**src/rtl/see_prog_timer.sv**
```systemverilog
module see_prog_timer #(
    parameter int CYCLES = 1000
) (
    input  logic clk,
    input  logic rst_n,
    input  logic start_i,
    output logic busy_o
);
    localparam int CW = $clog2(CYCLES + 1);

    logic [CW-1:0] cnt_d, cnt_q;

    always_comb begin
        cnt_d = cnt_q;
        if (start_i)            cnt_d = CW'(CYCLES);
        else if (cnt_q != '0)   cnt_d = cnt_q - 1'b1;
    end

    always_ff @(posedge clk or negedge rst_n) begin
        if (!rst_n) cnt_q <= '0;
        else        cnt_q <= cnt_d;
    end

    assign busy_o = (cnt_q != '0);

    // a new program cycle is never launched on top of a running one
    p_start_idle_r7: assert property (@(posedge clk) disable iff (!rst_n)
        start_i |-> !busy_o);
    p_start_busy_r7: assert property (@(posedge clk) disable iff (!rst_n)
        start_i |=> busy_o);
endmodule

```
**config.mk**
```make
export PLATFORM = sky130hd
export DESIGN_NAME = see_prog_timer
export DESIGN_NICKNAME = d
export VERILOG_FILES = /design/src/rtl/see_prog_timer.sv
export SDC_FILE = /design/constraint.sdc
export NUM_CORES = 1
export LEC_CHECK = 0
export BUFFER_PORTS_ARGS = -buffer_cell sky130_fd_sc_hd__clkbuf_2
export CORE_AREA = 2 2 39 41
export CTS_CLUSTER_SIZE = 24
export DETAILED_ROUTE_END_ITERATION = 8
export DIE_AREA = 0 0 41 43
export HOLD_SLACK_MARGIN = 0.08
export PLACE_DENSITY = 0.58
export SYNTH_ARGS = -nofsm -noshare
export SYNTH_HDL_FRONTEND = slang
export SYNTH_SLANG_ARGS = --single-unit
```
**constraint.sdc**
```tcl
create_clock -name clk -period 2.3 [get_ports clk]
set_input_delay 0.23 -clock clk [delete_from_list [all_inputs] [get_ports clk]]
set_output_delay 0.23 -clock clk [all_outputs]
set_load 0.005 [all_outputs]
```
* After elaboration in Yosys (flattened, before gate mapping)
Index checks and enable logic that the tools add are counted.
Word-level totals: input port bits 3, flip-flop bits (word level) 10, logic and storage cells 6
Cells by class: muxes and demuxes 2, reductions and logical operators 2, add/subtract/negate cells 1
Operator list (number):
- $mux 10 | 2
- $reduce_bool 10->1 | 1
- $sub 10x1->10 const B | 1
- $reduce_bool 2->1 | 1

* Longest topological paths before layout
word-level depth 3, depth in mapped cells 7

* Worst setup path after synthesis
Ideal clock, no wire load.
path kind reg-to-reg, start point register cnt_q[0], end point register cnt_q[7], path slack 0.477 ns, cell stages (with the launch flop) 8, arrival time 1.700 ns, buffers on the path 0, library setup time 0.123 ns, required time 2.177 ns, clock period less this slack 1.823 ns, path through dfrtp_1 > inv_1 > ha_1 > or4b_4 > nor3_4 > inv_2 > a21oi_1 > o21ai_2
On the way: elaborated cells on any way between the ends 5, those cells by class add/sub: 1; mux: 2; reduce/logical: 2
RTL lines:
- start, declared | RTL line 11 | logic [CW-1:0] cnt_d, cnt_q;
- start signal, assigned | RTL line 21 | else cnt_q <= cnt_d;
- $reduce_bool 10->1
- named net busy_o | RTL line 7 | output logic busy_o
- $reduce_bool 2->1 (no source line)
The timed path passes the listed nets, and every way through them passes these cells. The select of a mux whose other input is x is not followed. A chain may end at the register's enable or synchronous reset.

* Worst setup path in the final report
start point register cnt_q[0], end point output port busy_o
On the way: word-level cells in the longest chain between the ends 1
Ends and longest elaborated chain:
- $reduce_bool 10->1 | RTL line 24 | assign busy_o = (cnt_q != '0);
- end, declared | RTL line 7
Every way passes these cells.

==> impl_summary.log <==
INFO  metric route.final.wire_length = 1033 um
INFO  metric worstSetupStartpoint = cnt_q[0]$_DFFE_PN0P_
INFO  metric mappedNetlistNets = 59
INFO  metric cp_data_required_time = 2.07 ns
INFO  metric core_area = 1384 um2
INFO  metric worst_slew_pin_slew = 0.3790 ns
INFO  metric netlist.top_cell.by_area = dfrtp_1
INFO  metric io_buffer_count = 3
INFO  metric final_hold_viol_count = 0
INFO  metric irDropWorstVdd = 339.6 uV
INFO  metric num-fill-cells = 135
INFO  metric switchingPower = 0.1148 mW
INFO  metric timing.setup.tns = 0 ns
INFO  metric wl_per_cell = 12.91 um
INFO  metric netlist_top_cells_area = dfrtp_1 (46%), xnor2_1 (3.2%), nor3_4 (3.0%)
INFO  metric intPower = 0.3113 mW
INFO  metric synthMostInstantiatedCell = dfrtp_1
INFO  metric cts_sinks = 10
INFO  metric synth_top_area_share = 46.08%
INFO  metric global_route.overflow_total = 0
INFO  metric largest_register_ff_count = 10
INFO  metric synth_cells = 55
INFO  metric synth-edff-count = 0
INFO  metric pwr-share-clk = 38.2%
INFO  metric max_cap_violations = 0
INFO  metric cts_buffer_count = 3
INFO  metric final_antenna_net_count = 0
INFO  metric crit_end = busy_o
INFO  metric synth_seq_cells = 10
INFO  metric setup.reg_to_reg.worst_slack = 0.40 ns
INFO  metric vias_in_the_first_global_route = 389
INFO  metric mappedNetlistArea = 543.0 um2
INFO  metric first_iter_violations = 6
INFO  metric syn_avg_cell_area = 9.873 um2
INFO  metric antenna_cells_inserted = 0
INFO  metric power.total = 0.4260 mW
INFO  metric part_of_the_cycle_the_worst_path_needs = 94.12%
INFO  metric chipHeight = 43 um
INFO  metric postSynth.asyncResetShare = 100.0%
INFO  metric setup_repair_after_global_routing_missed_its_margin = false
INFO  metric grt_pass1_wl = 1759 um
INFO  metric netlist-cell-type-count = 26
INFO  metric fin_crit = 2.165 ns
INFO  metric layout-drive-gt1-share = 20.31%
INFO  metric crit_fanout = 6
INFO  metric reg.largest.list = cnt_q (10)
INFO  metric setup_viol = 0
INFO  metric synthTopCellsByCount = dfrtp_1 (10), inv_1 (4), nand2_1 (4)
INFO  metric tritoncts_clock_tree = built
INFO  metric worst_ep_arrival_time = 1.93 ns
INFO  metric cts-root-buf = clkbuf_4
INFO  metric design.final.nets = 69
INFO  metric post-route-drc-count = 0
INFO  metric timing.hold.worst.class = in -> reg
INFO  metric max_freq = 461.9 MHz
INFO  metric critPathKind = reg -> out
INFO  metric clk_transition_reported_paths = 0.07 ns
INFO  metric pwr_density_cell = 674.3 nW/um2
INFO  metric grt_antenna_before_repair = 0
INFO  metric cts_resized = 0
INFO  metric cts.path.max_buffers = 2
INFO  metric initial_core_util = 39.24%
INFO  metric critical_path.reg2reg.endpoint = cnt_q[3]$_DFFE_PN0P_
INFO  metric detailroute.via_count = 445
INFO  metric average_via_count_per_standard_cell = 5.563
INFO  metric r2r.worst_path.cells = 6
INFO  metric worstReg2RegStart = cnt_q[0]$_DFFE_PN0P_
INFO  metric setup.worst_path.end_class = output port
INFO  metric drtPass1Iterations = 4
INFO  metric dieWidth = 41 um
INFO  metric io-pin-count = 4
INFO  metric run_status = finished clean
INFO  metric worstSetupStartpointType = register
INFO  metric area.growth.synth_to_final = 16.36%
INFO  metric p_leak = 0.2488 nW
INFO  metric gpl.final_weighted_congestion = 0.7727
INFO  metric seqPwrFrac = 48.8%
INFO  metric ctsHtreeMaxLevel = 1
INFO  metric ys.flop_type = dfrtp_1
INFO  metric row_count = 14
INFO  metric finalClockSkew = 0.004199 ns
INFO  metric die_area = 1763 um2
INFO  metric synth-warning-count = 0
INFO  metric clock_latency = 0.27 ns
INFO  metric groute.usage.overall = 15.31%
INFO  metric slew_headroom = 74.38%
INFO  metric regMostFlops = cnt_q
INFO  metric switching_share = 26.94%
INFO  metric maximum_number_of_pins_on_one_net_before_global_route_repair = 11
INFO  metric combPwrFrac = 13.0%
INFO  metric timing.final.max_slew_violations = 0
INFO  metric synth.yosys.seq_area_share = 46.08%
-- power by group through the flow --
stage	Combinational [mW]	Sequential [mW]	Clock (mW)
floorplan	0.0420	0.206	0
global placement	0.0555	0.211	0
detailed placement	0.0549	0.211	0
CTS	0.0565	0.207	0.166
global route	0.0649	0.211	0.173
finish	0.0554	0.208	0.163
-- cells by family (layout without fill, tap and decap cells) --
| group | Yosys count | after routing | share of synthesized area [%] |
|---|---|---|---|
| buf+inv | 5 | 14 | 3.455 |
| compound gates | 12 | 12 | 15.20 |
| simple gates | 24 | 24 | 28.11 |
| xor+xnor | 3 | 3 | 4.840 |
| fa+ha+maj | 1 | 1 | 2.304 |
| flops | 10 | 10 | 46.08 |
-- critical path: stages (launching register included) --
cell and delay [ns]:
dfrtp_1 0.40, inv_1 0.10, ha_1 0.21, or4b_4 0.53
nor3_4 0.20, inv_2 0.10, clkbuf_2 0.12
-- worst min-delay path by stage --
stage | slack (ns) | cells past startpoint | startpoint | end
global placement | 0.11 | 1 | rst_n | cnt_q[8]$_DFFE_PN0P_
finish | 0.17 | 2 | start_i | cnt_q[2]$_DFFE_PN0P_
detailed placement | 0.11 | 1 | rst_n | cnt_q[8]$_DFFE_PN0P_
floorplan | -0.07 | 0 | rst_n | cnt_q[0]$_DFFE_PN0P_
CTS | 0.17 | 2 | start_i | cnt_q[2]$_DFFE_PN0P_
global route | 0.20 | 2 | start_i | cnt_q[2]$_DFFE_PN0P_
-- layout by cell type, fill, tap and decap left out, types with 2 or more instances in the layout --
cell and n:
a21oi_1 3, nand3_1 3, nor2_1 3, o31ai_1 2, a211oi_1 2, inv_1 4
or4_1 2, dfrtp_1 10, nand2_1 4, o211ai_1 2, nor4_1 2, clkbuf_2 3
xnor2_1 2, clkbuf_4 3, nor3_1 3
-- stage by stage --
step	std cells	util [%]	area, um2	worst slack, ns	hold WS (ns)
after floorplan	55	-	543.0	0.4766	-0.06559
after global placement	74	41.77	578.1	0.3617	0.1139
after detailed placement	74	41.77	578.1	0.3387	0.1131
after CTS	79	45.12	624.3	0.05026	0.1739
after global routing	80	45.66	631.9	0.02903	0.1967
final	80	45.66	631.9	0.1352	0.1733
-- layer usage --
metal,part of all wire (%),up-vias,track usage [%],wire [um]
met3,3.8,4,3.141,39
met2,43,9,18.44,445
met1,50,205,22.59,519
met4,2.8,0,12.00,29
li1,-,227,-,-
met5,0,-,0,0
-- timing repair --
action / in CTS / in global routing
endpoints found under the hold margin: 10 / 0
hold buffers: 1 / 0
buffers inserted: 0 / 1
setup endpoints to repair: 0 / 1
-- layout make-up --
type | count | area [um2] | area share [%]
multi-input cells | 40 | 274.0 | 43.37
flip-flops and latches | 10 | 250.2 | 39.60
clock buffers | 4 | 36.28 | 5.743
repair buffers | 5 | 32.53 | 5.149
well taps | 16 | 20.02 | 3.168
inverters | 5 | 18.77 | 2.970
No activity file was read; power rests on OpenSTA's default activity.
